--- src/rtl/ldo_regbank_pkg.sv ---
package ldo_regbank_pkg;

  localparam int NUM_RAILS = 5;
  localparam int CODE_W    = 7;
  localparam int DATA_W    = 8;
  localparam int ADDR_W    = 4;

  // Rail indices; discharge bit i and railEnOut[i] follow this order
  localparam int RAIL_CORE = 0;
  localparam int RAIL_PAD  = 1;
  localparam int RAIL_ANA  = 2;
  localparam int RAIL_TCXO = 3;
  localparam int RAIL_MOT  = 4;

  // Register addresses
  localparam logic [ADDR_W-1:0] ADR_PAD    = 4'd0;
  localparam logic [ADDR_W-1:0] ADR_CORE   = 4'd1;
  localparam logic [ADDR_W-1:0] ADR_EN     = 4'd2;
  localparam logic [ADDR_W-1:0] ADR_ANA    = 4'd3;
  localparam logic [ADDR_W-1:0] ADR_TCXO   = 4'd4;
  localparam logic [ADDR_W-1:0] ADR_MOT    = 4'd5;
  localparam logic [ADDR_W-1:0] ADR_OSCEN  = 4'd6;
  localparam logic [ADDR_W-1:0] ADR_DISCH  = 4'd7;
  localparam logic [ADDR_W-1:0] ADR_STATUS = 4'd8;

  // Bit positions inside shared registers
  localparam int BIT_FLAG   = 7;
  localparam int BIT_MOTEN  = 6;
  localparam int BIT_OSCEN  = 3;
  localparam int BIT_ST_OSC = 0;
  localparam int BIT_ST_MOT = 2;

  typedef struct packed {
    logic padFlag;
    logic coreCode;
    logic railEn;
    logic anaCode;
    logic tcxoCode;
    logic motCode;
    logic oscEn;
    logic disch;
  } wrStrobeT;

  typedef enum logic [3:0] {
    RD_NONE,
    RD_PAD,
    RD_CORE,
    RD_EN,
    RD_ANA,
    RD_TCXO,
    RD_MOT,
    RD_OSCEN,
    RD_DISCH,
    RD_STATUS
  } rdSelT;

endpackage

--- src/rtl/ldo_regbank_ctrl.sv ---
module ldo_regbank_ctrl
  import ldo_regbank_pkg::*;
(
  input  logic              clk,
  input  logic              rst,
  input  logic [ADDR_W-1:0] regAddr,
  input  logic              regWrEn,
  output wrStrobeT          wrStb,
  output rdSelT             rdSel
);

  always_comb begin
    wrStb = '0;
    if (regWrEn) begin
      unique case (regAddr)
        ADR_PAD:   wrStb.padFlag  = 1'b1;
        ADR_CORE:  wrStb.coreCode = 1'b1;
        ADR_EN:    wrStb.railEn   = 1'b1;
        ADR_ANA:   wrStb.anaCode  = 1'b1;
        ADR_TCXO:  wrStb.tcxoCode = 1'b1;
        ADR_MOT:   wrStb.motCode  = 1'b1;
        ADR_OSCEN: wrStb.oscEn    = 1'b1;
        ADR_DISCH: wrStb.disch    = 1'b1;
        default:   wrStb = '0;  // status and unmapped: no write
      endcase
    end
  end

  always_comb begin
    unique case (regAddr)
      ADR_PAD:    rdSel = RD_PAD;
      ADR_CORE:   rdSel = RD_CORE;
      ADR_EN:     rdSel = RD_EN;
      ADR_ANA:    rdSel = RD_ANA;
      ADR_TCXO:   rdSel = RD_TCXO;
      ADR_MOT:    rdSel = RD_MOT;
      ADR_OSCEN:  rdSel = RD_OSCEN;
      ADR_DISCH:  rdSel = RD_DISCH;
      ADR_STATUS: rdSel = RD_STATUS;
      default:    rdSel = RD_NONE;
    endcase
  end

  AST_ONE_STROBE: assert property (@(posedge clk) disable iff (rst)
    $onehot0(wrStb));
  AST_STATUS_NO_WRITE: assert property (@(posedge clk) disable iff (rst)
    (regAddr >= ADR_STATUS) |-> (wrStb == '0));

endmodule

--- src/rtl/ldo_regbank_dp.sv ---
module ldo_regbank_dp
  import ldo_regbank_pkg::*;
#(
  parameter logic [CODE_W-1:0] CORE_CODE_LO = 7'h1E,
  parameter logic [CODE_W-1:0] CORE_CODE_HI = 7'h30,
  parameter logic [CODE_W-1:0] PAD_CODE_LO  = 7'h40,
  parameter logic [CODE_W-1:0] PAD_CODE_HI  = 7'h60,
  parameter logic [CODE_W-1:0] ANA_CODE_DEF = 7'h50,
  parameter logic [CODE_W-1:0] OSC_CODE_DEF = 7'h5A,
  parameter logic [CODE_W-1:0] MOT_CODE_DEF = 7'h58
)(
  input  logic                 clk,
  input  logic                 rst,
  input  wrStrobeT             wrStb,
  input  rdSelT                rdSel,
  input  logic [DATA_W-1:0]    regWrData,
  output logic [DATA_W-1:0]    regRdData,
  input  logic                 coreSelPin,
  input  logic                 padSelPin,
  input  logic                 tcxoEnPin,
  input  logic                 motEnPin,
  output logic [NUM_RAILS-1:0] railEnOut,
  output logic [NUM_RAILS-1:0] dischargeOut
);

  localparam int PAD_W = DATA_W - CODE_W;

  logic                 flagQ;
  logic [CODE_W-1:0]    padCodeQ, coreCodeQ, anaCodeQ, oscCodeQ, motCodeQ;
  logic [2:0]           baseEnQ;
  logic                 motEnQ;
  logic                 oscEnQ;
  logic [NUM_RAILS-1:0] dischQ;
  logic [NUM_RAILS-1:0] railOn;

  // Sticky flag: set only by reset, cleared by a write with bit 7 low
  always_ff @(posedge clk) begin
    if (rst)
      flagQ <= 1'b1;
    else if (wrStb.padFlag && !regWrData[BIT_FLAG])
      flagQ <= 1'b0;
  end

  // Strap-selected codes are captured only while reset is held
  always_ff @(posedge clk) begin
    if (rst) begin
      padCodeQ  <= padSelPin  ? PAD_CODE_HI  : PAD_CODE_LO;
      coreCodeQ <= coreSelPin ? CORE_CODE_HI : CORE_CODE_LO;
    end else begin
      if (wrStb.padFlag)  padCodeQ  <= regWrData[CODE_W-1:0];
      if (wrStb.coreCode) coreCodeQ <= regWrData[CODE_W-1:0];
    end
  end

  always_ff @(posedge clk) begin
    if (rst) begin
      anaCodeQ <= ANA_CODE_DEF;
      oscCodeQ <= OSC_CODE_DEF;
      motCodeQ <= MOT_CODE_DEF;
    end else begin
      if (wrStb.anaCode)  anaCodeQ <= regWrData[CODE_W-1:0];
      if (wrStb.tcxoCode) oscCodeQ <= regWrData[CODE_W-1:0];
      if (wrStb.motCode)  motCodeQ <= regWrData[CODE_W-1:0];
    end
  end

  always_ff @(posedge clk) begin
    if (rst) begin
      baseEnQ <= '1;
      motEnQ  <= 1'b0;
      oscEnQ  <= 1'b1;
      dischQ  <= '1;
    end else begin
      if (wrStb.railEn) begin
        baseEnQ <= regWrData[2:0];
        motEnQ  <= regWrData[BIT_MOTEN];
      end
      if (wrStb.oscEn) oscEnQ <= regWrData[BIT_OSCEN];
      if (wrStb.disch) dischQ <= regWrData[NUM_RAILS-1:0];
    end
  end

  // Rail enables: register bits, with pin OR for the two pin-controlled rails
  always_comb begin
    railOn            = '0;
    railOn[2:0]       = baseEnQ;
    railOn[RAIL_TCXO] = oscEnQ | tcxoEnPin;
    railOn[RAIL_MOT]  = motEnQ | motEnPin;
  end

  assign railEnOut = railOn;

  for (genvar i = 0; i < NUM_RAILS; i++) begin : g_disch
    assign dischargeOut[i] = dischQ[i] & ~railOn[i];
  end

  always_comb begin
    regRdData = '0;
    unique case (rdSel)
      RD_PAD:    regRdData = {flagQ, padCodeQ};
      RD_CORE:   regRdData = {{PAD_W{1'b0}}, coreCodeQ};
      RD_EN:     begin
                   regRdData[2:0]       = baseEnQ;
                   regRdData[BIT_MOTEN] = motEnQ;
                 end
      RD_ANA:    regRdData = {{PAD_W{1'b0}}, anaCodeQ};
      RD_TCXO:   regRdData = {{PAD_W{1'b0}}, oscCodeQ};
      RD_MOT:    regRdData = {{PAD_W{1'b0}}, motCodeQ};
      RD_OSCEN:  regRdData[BIT_OSCEN] = oscEnQ;
      RD_DISCH:  regRdData[NUM_RAILS-1:0] = dischQ;
      RD_STATUS: begin
                   regRdData[BIT_ST_OSC] = tcxoEnPin;
                   regRdData[BIT_ST_MOT] = motEnPin;
                 end
      default:   regRdData = '0;
    endcase
  end

  AST_FLAG_NO_SET: assert property (@(posedge clk) disable iff (rst)
    !flagQ |=> !flagQ);
  AST_FLAG_CLEAR: assert property (@(posedge clk) disable iff (rst)
    (wrStb.padFlag && !regWrData[BIT_FLAG]) |=> !flagQ);
  AST_CORE_HOLD: assert property (@(posedge clk) disable iff (rst)
    !wrStb.coreCode |=> $stable(coreCodeQ));
  AST_PAD_HOLD: assert property (@(posedge clk) disable iff (rst)
    !wrStb.padFlag |=> $stable(padCodeQ));
  AST_OSC_PIN_ON: assert property (@(posedge clk) disable iff (rst)
    tcxoEnPin |-> railEnOut[RAIL_TCXO]);
  AST_MOT_PIN_ON: assert property (@(posedge clk) disable iff (rst)
    motEnPin |-> railEnOut[RAIL_MOT]);
  AST_DISCH_EXCL: assert property (@(posedge clk) disable iff (rst)
    (railEnOut & dischargeOut) == '0);
  AST_UNMAPPED_ZERO: assert property (@(posedge clk) disable iff (rst)
    (rdSel == RD_NONE) |-> (regRdData == '0));

endmodule

--- src/rtl/ldo_regbank.sv ---
module ldo_regbank
  import ldo_regbank_pkg::*;
#(
  parameter logic [CODE_W-1:0] CORE_CODE_LO = 7'h1E,
  parameter logic [CODE_W-1:0] CORE_CODE_HI = 7'h30,
  parameter logic [CODE_W-1:0] PAD_CODE_LO  = 7'h40,
  parameter logic [CODE_W-1:0] PAD_CODE_HI  = 7'h60,
  parameter logic [CODE_W-1:0] ANA_CODE_DEF = 7'h50,
  parameter logic [CODE_W-1:0] OSC_CODE_DEF = 7'h5A,
  parameter logic [CODE_W-1:0] MOT_CODE_DEF = 7'h58
)(
  input  logic                 clk,
  input  logic                 rst,
  input  logic [ADDR_W-1:0]    regAddr,
  input  logic [DATA_W-1:0]    regWrData,
  input  logic                 regWrEn,
  output logic [DATA_W-1:0]    regRdData,
  input  logic                 coreSelPin,
  input  logic                 padSelPin,
  input  logic                 tcxoEnPin,
  input  logic                 motEnPin,
  output logic [NUM_RAILS-1:0] railEnOut,
  output logic [NUM_RAILS-1:0] dischargeOut
);

  wrStrobeT wrStb;
  rdSelT    rdSel;

  ldo_regbank_ctrl ctrl_i (
    .clk     (clk),
    .rst     (rst),
    .regAddr (regAddr),
    .regWrEn (regWrEn),
    .wrStb   (wrStb),
    .rdSel   (rdSel)
  );

  ldo_regbank_dp #(
    .CORE_CODE_LO (CORE_CODE_LO),
    .CORE_CODE_HI (CORE_CODE_HI),
    .PAD_CODE_LO  (PAD_CODE_LO),
    .PAD_CODE_HI  (PAD_CODE_HI),
    .ANA_CODE_DEF (ANA_CODE_DEF),
    .OSC_CODE_DEF (OSC_CODE_DEF),
    .MOT_CODE_DEF (MOT_CODE_DEF)
  ) dp_i (
    .clk          (clk),
    .rst          (rst),
    .wrStb        (wrStb),
    .rdSel        (rdSel),
    .regWrData    (regWrData),
    .regRdData    (regRdData),
    .coreSelPin   (coreSelPin),
    .padSelPin    (padSelPin),
    .tcxoEnPin    (tcxoEnPin),
    .motEnPin     (motEnPin),
    .railEnOut    (railEnOut),
    .dischargeOut (dischargeOut)
  );

endmodule

--- config.mk ---
export PLATFORM = sky130hd
export DESIGN_NAME = ldo_regbank
export DESIGN_NICKNAME = d
export VERILOG_FILES = /design/src/rtl/ldo_regbank_pkg.sv /design/src/rtl/ldo_regbank_ctrl.sv /design/src/rtl/ldo_regbank_dp.sv /design/src/rtl/ldo_regbank.sv
export SDC_FILE = /design/constraint.sdc
export NUM_CORES = 1
export LEC_CHECK = 0
export ABC_AREA = 0
export BUFFER_PORTS_ARGS = -buffer_cell sky130_fd_sc_hd__buf_2
export CAP_MARGIN = 10
export CORE_MARGIN = 4
export CORE_UTILIZATION = 50
export CTS_CLUSTER_DIAMETER = 200
export DETAILED_ROUTE_END_ITERATION = 10
export PLACE_DENSITY = 0.78
export SLEW_MARGIN = 30
export SYNTH_ARGS = -nofsm -noshare
export SYNTH_HDL_FRONTEND = slang
export SYNTH_SLANG_ARGS = --single-unit
--- constraint.sdc ---
create_clock -name clk -period 3.2 [get_ports clk]
set_input_delay 0.48 -clock clk [delete_from_list [all_inputs] [get_ports clk]]
set_output_delay 0.48 -clock clk [all_outputs]
set_load 0.05 [all_outputs]
After elaboration in Yosys (flattened, before gate mapping)
Memory sizes are Yosys's and may differ from the RTL's.
Index checks and enable logic that the tools add are counted.
{ "op_classes": {"eq_ne": 16, "n_mux": 23, "bitwise_logic": 12, "n_reduce_logical": 5} }
{ "op_table": {"columns": ["op", "count"], "rows": [
  ["$eq 4x3->1 const B", 8],
  ["$mux 7", 4],
  ["$eq 4x2->1 const B", 4],
  ["$pmux 1 s8", 2],
  ["$pmux 1 s7", 2],
  ["$mux 6", 2],
  ["$pmux 1 s6", 2],
  ["$mux 1", 9],
  ["$eq 4x1->1 const B", 2],
  ["$eq 4x4->1 const B", 2],
  ["$mux 8", 1],
  ["$and 1x1->1", 5],
  ["$not 1->1", 5],
  ["$pmux 1 s5", 1],
  ["$logic_not 4->1", 1],
  ["$reduce_bool 2->1", 2],
  ["$or 1x1->1", 2],
  ["$logic_and 1x1->1", 1],
  ["$logic_not 1->1", 1]
]} }
{ "totals": {"regBits": 46, "mem_bits_ro": 64, "input_bits": 19, "out_inout_bits": 18, "elab_cells": 67, "memories": 1} }
{ "mem_list": {"columns": ["name", "depth", "width", "read_ports", "rd_ports_with_merged_regs", "wr", "line_no", "rtl"], "rows": [
  ["(no name shown)", 16, 4, 1, 0, 0, "ldo_regbank_ctrl.sv:30", "unique case (regAddr)"]
]} }

Logic depth before layout (Yosys ltp)
{ "logic_depth": {"ltp_word": 5, "depth_mapped": 10, "depth_no_buf": 7} }

Cells and area by module
From an unflattened synthesis, not the netlist that was laid out.
{ "hier_totals": {"hier_cells": 251, "area_unflattened_um2": 2454.9} }
{ "by_module_without_submodules": {"columns": ["module", "instances", "cells_each", "area_each_um2", "seq_area_each_um2"], "rows": [
  ["ldo_regbank_dp", 1, 222, 2268.4, 1061.0],
  ["ldo_regbank_ctrl", 1, 29, 186.4, 0.0]
]} }

Least setup slack after synthesis
OpenSTA, ideal clock, no wires.
{ "synth_path": {"kind": "input port to output port", "startpoint": "input port regAddr[0]", "endpoint": "output port regRdData[5]", "arrival_time_ns": 2.809, "required_ns": 2.720, "path_slack_ns": -0.089, "stages": 7, "path_buffers": 2, "path_cell_list": "buf_4 > inv_1 > ha_1 > buf_2 > o31ai_2 > a222oi_1 > o21ai_0"} }
{ "synth_between": {"elab_chain_cells": 3, "word_cells_on_any_way": 7, "cone_classes": "eq/ne: 5; mux: 1; memory: 1"} }
{ "synth_rtl": {"columns": ["item", "line_no", "rtl"], "rows": [
  ["from (decl)", "ldo_regbank.sv:14", "input logic [ADDR_W-1:0] regAddr,"],
  ["$mem_v2 16x4 *", null, null],
  ["$eq 4x3->1, or another cell as far along", "ldo_regbank_dp.sv:99", "unique case (rdSel)"],
  ["$pmux 1 s5 *", "ldo_regbank_dp.sv:99", null],
  ["to (decl)", "ldo_regbank.sv:17", "output logic [DATA_W-1:0] regRdData,"]
]} }
Mark *: on every way between the ends. The rest lies on a longest branch, timed or not.

Worst setup path after layout
{ "layout_path": {"startpoint": "input port regAddr[0]", "endpoint": "output port regRdData[0]"} }
{ "layout_between": {"elab_chain_cells": 3, "word_cells_on_any_way": 10, "cone_classes": "eq/ne: 8; mux: 1; memory: 1"} }
{ "layout_rtl": {"columns": ["item", "line_no"], "rows": [
  ["$mem_v2 16x4 *", null],
  ["$eq 4x4->1, or another cell as far along", "ldo_regbank_dp.sv:99"],
  ["$pmux 1 s8 *", "ldo_regbank_dp.sv:99"]
]} }
Marks and branches as above.

==> flow_summary.html <==
<table>
<tr><th>Metric</th><th>Value</th></tr>
<tr><th colspan="2">Power and ir drop</th></tr>
<tr><td>Total power divided by cell area</td><td>457 nW/um^2</td></tr>
<tr><td>Leakage power</td><td>1.12 nW</td></tr>
<tr><td>Total power after layout</td><td>roughly 1.2 mW</td></tr>
<tr><td>Largest voltage drop on the vdd net</td><td>about 0.35 mV</td></tr>
<tr><th colspan="2">Synthesis</th></tr>
<tr><td>Cells after synthesis</td><td>269</td></tr>
<tr><td>Portion of the post-synthesis area used by sequential elements</td><td>44.9%</td></tr>
<tr><td>Post-synthesis area per instance</td><td>8.79 sq um</td></tr>
<tr><td>Yosys synthesis warning count</td><td>0</td></tr>
<tr><td>Post-synthesis cell type with the largest combined area</td><td>dfxtp_1</td></tr>
<tr><td>Number of synthesized register bits</td><td>46</td></tr>
<tr><td>Synthesized Nets</td><td>293</td></tr>
<tr><td>Netlist cell types</td><td>43</td></tr>
<tr><td>Share of the synthesized area in the top cell type</td><td>27.1%</td></tr>
<tr><td>Number of enable flip-flop cells after synthesis</td><td>14</td></tr>
<tr><td>Post-synth ARST share</td><td>0%</td></tr>
<tr><td>Synth top area cells</td><td>dfxtp_1 (27%), edfxtp_1 (18%), nand2_1 (8.9%), a21oi_1 (3.8%), nor2_1 (3.0%)</td></tr>
<tr><td>Prevailing post-synth register cell</td><td>dfxtp_1</td></tr>
<tr><td>Post-Syn Area</td><td>2360 sq um</td></tr>
<tr><th colspan="2">Global route</th></tr>
<tr><td>Via count of the first global-routing pass</td><td>1,955</td></tr>
<tr><td>Total Routing Usage GR</td><td>21.7%</td></tr>
<tr><td>Residual overflow from global routing</td><td>0</td></tr>
<tr><td>Initial antenna violation count</td><td>0</td></tr>
<tr><td>First-pass GRT wire length</td><td>10.1 mm</td></tr>
<tr><td>Maximum number of pins on one net before global-route repair</td><td>40</td></tr>
<tr><th colspan="2">Finish</th></tr>
<tr><td>Growth of design area from synthesis to finish</td><td>12.3%</td></tr>
<tr><td>Commonest non-fill, non-tap cells in the layout</td><td>nand2_1 (56), buf_2 (36), dfxtp_1 (32), nor2_1 (19), a21oi_1 (18)</td></tr>
<tr><td># fillers</td><td>402</td></tr>
<tr><td>Non-Filler Cell Area, Final</td><td>2650 sq um</td></tr>
<tr><td>Final Instance Count excl. Fillers</td><td>354</td></tr>
<tr><td>Number of antenna cells inserted</td><td>0</td></tr>
<tr><td>Utilization after layout</td><td>59.3%</td></tr>
<tr><td>NumNets Final</td><td>325</td></tr>
<tr><td>Fraction of layout instances using a drive strength above 1</td><td>18.5%</td></tr>
<tr><td>Most common library cell in the layout ignoring fill and taps</td><td>nand2_1</td></tr>
<tr><th colspan="2">Floorplanning</th></tr>
<tr><td>Core region area</td><td>4470 sq um</td></tr>
<tr><td>Cell row count</td><td>24</td></tr>
<tr><td>Initial Utilization</td><td>52.8%</td></tr>
<tr><td>IO Pins</td><td>37</td></tr>
<tr><td>Area of the die</td><td>approximately 6000 sq um</td></tr>
<tr><td>Chip Width</td><td>76.8 um</td></tr>
<tr><td>Die span in y</td><td>roughly 77 um</td></tr>
<tr><th colspan="2">Setup path</th></tr>
<tr><td>Cell type of the slowest stage on the worst timing path</td><td>ha_1</td></tr>
<tr><td>Largest fanout on the critical path</td><td>11</td></tr>
<tr><td>Critical Path, Cell by Cell</td><td>buf_2 &gt; inv_1 &gt; ha_1 &gt; nor3b_1 &gt; a21o_1 &gt; a222oi_1 &gt; a2bb2oi_1 &gt; a21oi_1 &gt; buf_2</td></tr>
<tr><td>CP required</td><td>2.72 ns</td></tr>
<tr><td>Critical R2R Capture</td><td>dp_i.baseEnQ[1]</td></tr>
<tr><td>Dominant delay contributor by cell family on the critical path</td><td>compound AO/OA/AOI/OAI gates</td></tr>
<tr><td>Crit-path most repeated cell</td><td>buf_2</td></tr>
<tr><td>Kind of critical path</td><td>input pin to primary output</td></tr>
<tr><td>Count of cells along the worst register-to-register path</td><td>2</td></tr>
<tr><td>Sort of element at the end of the critical path</td><td>primary output</td></tr>
<tr><td>Worst path arrival time</td><td>2.48 ns</td></tr>
<tr><td>Largest stage delay on the critical path</td><td>0.43 ns</td></tr>
<tr><td>Startpoint of the lowest-slack register-to-register path</td><td>dp_i.baseEnQ[1]</td></tr>
<tr><td>Bufs and invs on worst path</td><td>3</td></tr>
<tr><td>Reg-to-reg setup timing slack</td><td>2.36 ns</td></tr>
<tr><td>Worst setup SP type</td><td>input pin</td></tr>
<tr><th colspan="2">Clocking</th></tr>
<tr><td>Post-CTS Hold Fix Bufs</td><td>0</td></tr>
<tr><td>Clock root buffer</td><td>clkbuf_8</td></tr>
<tr><td>Worst-Skew Late Latency</td><td>0.29 ns</td></tr>
<tr><td>Number of sinks handled by clock tree synthesis</td><td>46</td></tr>
<tr><td>Number of buffers inserted to repair setup after CTS</td><td>0</td></tr>
<tr><td>Clock transition at the registers of the reported paths</td><td>0.08 ns</td></tr>
<tr><td>CTS max path bufs</td><td>2</td></tr>
<tr><td>Number of buffers added by the clock tree synthesis step</td><td>5</td></tr>
<tr><td>Count of H-tree levels built during CTS</td><td>2</td></tr>
<tr><td>Resize count post-CTS</td><td>0</td></tr>
<tr><td>Clock tree from TritonCTS</td><td>built</td></tr>
<tr><th colspan="2">Routing</th></tr>
<tr><td>Number of iterations in the first detailed-routing pass</td><td>6</td></tr>
<tr><td>Routed Antenna Nets</td><td>0</td></tr>
<tr><td>Routed vias</td><td>2,142</td></tr>
<tr><td>Average via count per standard cell</td><td>6.05</td></tr>
<tr><td>Post-detailed-route wirelength per cell</td><td>17.7 um</td></tr>
<tr><td>Iteration-0 DRC count of the detailed router</td><td>approximately 380</td></tr>
<tr><td>Total wire length after detailed routing</td><td>6.26 mm</td></tr>
<tr><td>Drt drc</td><td>0</td></tr>
<tr><th colspan="2">Placement</th></tr>
<tr><td>Cells after DPL</td><td>346</td></tr>
<tr><td>Port buffer count</td><td>36</td></tr>
<tr><td>Routability Congestion</td><td>0.930</td></tr>
<tr><td>Placed inst area</td><td>2560 sq um</td></tr>
<tr><td>Half-perimeter wire length of the detailed placement result</td><td>4.46 mm</td></tr>
<tr><th colspan="2">Timing</th></tr>
<tr><td>Final Skew</td><td>0 ns</td></tr>
<tr><td>Final critical delay including setup and external delays</td><td>slightly below 3 ns</td></tr>
<tr><td>Max-slew violation count</td><td>0</td></tr>
<tr><td>Final number of hold-violating endpoints</td><td>0</td></tr>
<tr><td>Final period utilization</td><td>92.6%</td></tr>
<tr><td>Max frequency</td><td>approximately 340 MHz</td></tr>
<tr><td>TNS Setup</td><td>0 ns</td></tr>
<tr><td>Unrepaired setup endpoints after global routing</td><td>false</td></tr>
<tr><td>Total setup violations reported at the end of the flow</td><td>0</td></tr>
<tr><td>Max-slew headroom</td><td>56.5%</td></tr>
<tr><td>Transition time of the tightest slew-check pin</td><td>0.653 ns</td></tr>
<tr><th colspan="2">Hold path</th></tr>
<tr><td>Hold Path End</td><td>dp_i.flagQ</td></tr>
<tr><td>Beginning of the worst hold path</td><td>regWrData[7]</td></tr>
<tr><td>Type of the worst min-delay path</td><td>input pin to register</td></tr>
<tr><td>Instance count along the most critical hold path</td><td>3</td></tr>
<tr><th colspan="2">Flow run</th></tr>
<tr><td>Max-cap violation count</td><td>0</td></tr>
<tr><th colspan="2">Status</th></tr>
<tr><td>Outcome</td><td>finished, final reports clean</td></tr>
</table>
-- state kept, by name, summed over array words and instances (netlist names) --
signal	count
dp_i.anaCodeQ	7
dp_i.baseEnQ	3
dp_i.coreCodeQ	7
dp_i.dischQ	5
dp_i.flagQ	1
dp_i.motCodeQ	7
dp_i.motEnQ	1
dp_i.oscCodeQ	7
dp_i.oscEnQ	1
dp_i.padCodeQ	7
-- synth_stat cells (3+ instances only) --
cell,number
a211o_1,7
a21boi_0,3
a21oi_1,18
a222oi_1,5
a22o_1,8
and3_1,5
buf_2,4
clkbuf_1,7
dfxtp_1,32
edfxtp_1,14
ha_1,5
inv_1,9
mux2_2,3
mux2i_1,3
nand2_1,56
nand2b_1,6
nand3_1,6
nand3b_1,9
nor2_1,19
nor2b_1,8
nor3_1,3
o211ai_1,4
o21ai_0,5
or2_2,4
-- report_power, final --
group          leakage (nW)  internal, mW  switching, mW  total (mW)
logic                 0.673        0.0660          0.141       0.207
registers             0.396         0.626         0.0107       0.637
clock network        0.0472         0.174          0.195       0.369
-- kinds of logic after synthesis --
kind of cell | share of synthesized area [%]
fa+ha+maj | 2.65
simple gates | 25.3
buf+inv | 4.66
mux | 2.70
flops | 44.9
compound gates | 19.9
-- worst max path at each step --
stage | start | endpoint | slack (ns) | depth (start not counted)
after floorplan | regAddr[0] | regRdData[0] | 0.09 | 8
after global routing | regAddr[0] | regRdData[0] | 0.04 | 9
final | regAddr[0] | regRdData[0] | 0.24 | 9
after global placement | regAddr[0] | regRdData[3] | 0.34 | 9
after CTS | regAddr[0] | regRdData[0] | 0.26 | 9
after detailed placement | regAddr[0] | regRdData[0] | 0.27 | 9
-- cell type report --
type / instances / area [sq um] / area share (%)
Inverter: 10 / 37.5 / 1.41
Clock inverter: 2 / 12.5 / 0.471
Clock buffer: 6 / 82.6 / 3.11
Timing Repair Buffer: 39 / 203 / 7.64
Sequential cell: 46 / 1060 / 40.0
Tap cell: 52 / 65.1 / 2.45
Multi-Input combinational cell: 199 / 1190 / 44.9
-- layer usage --
metal  wire length, um  up-vias  global-route usage (%)
met5                 0        -                       0
met4                97        0                    7.25
met3               508       12                    4.68
met2              2920      104                    33.9
met1              2740     1001                    29.9
li1                  -     1025                       -
-- worst min-delay path, cell delays in order --
cell      delay [ns]
buf_2           0.07
o21ai_0         0.07
nand2b_1        0.06
-- metrics by stage --
step                      setup slack (ns)  hold slack, ns
after global routing                0.0354           0.444
after global placement               0.342           0.446
final                                0.235           0.415
after detailed placement             0.271           0.449
after CTS                            0.262           0.412
after floorplan                     0.0924           0.432
Note: power is estimated with default switching activity, not from simulation.
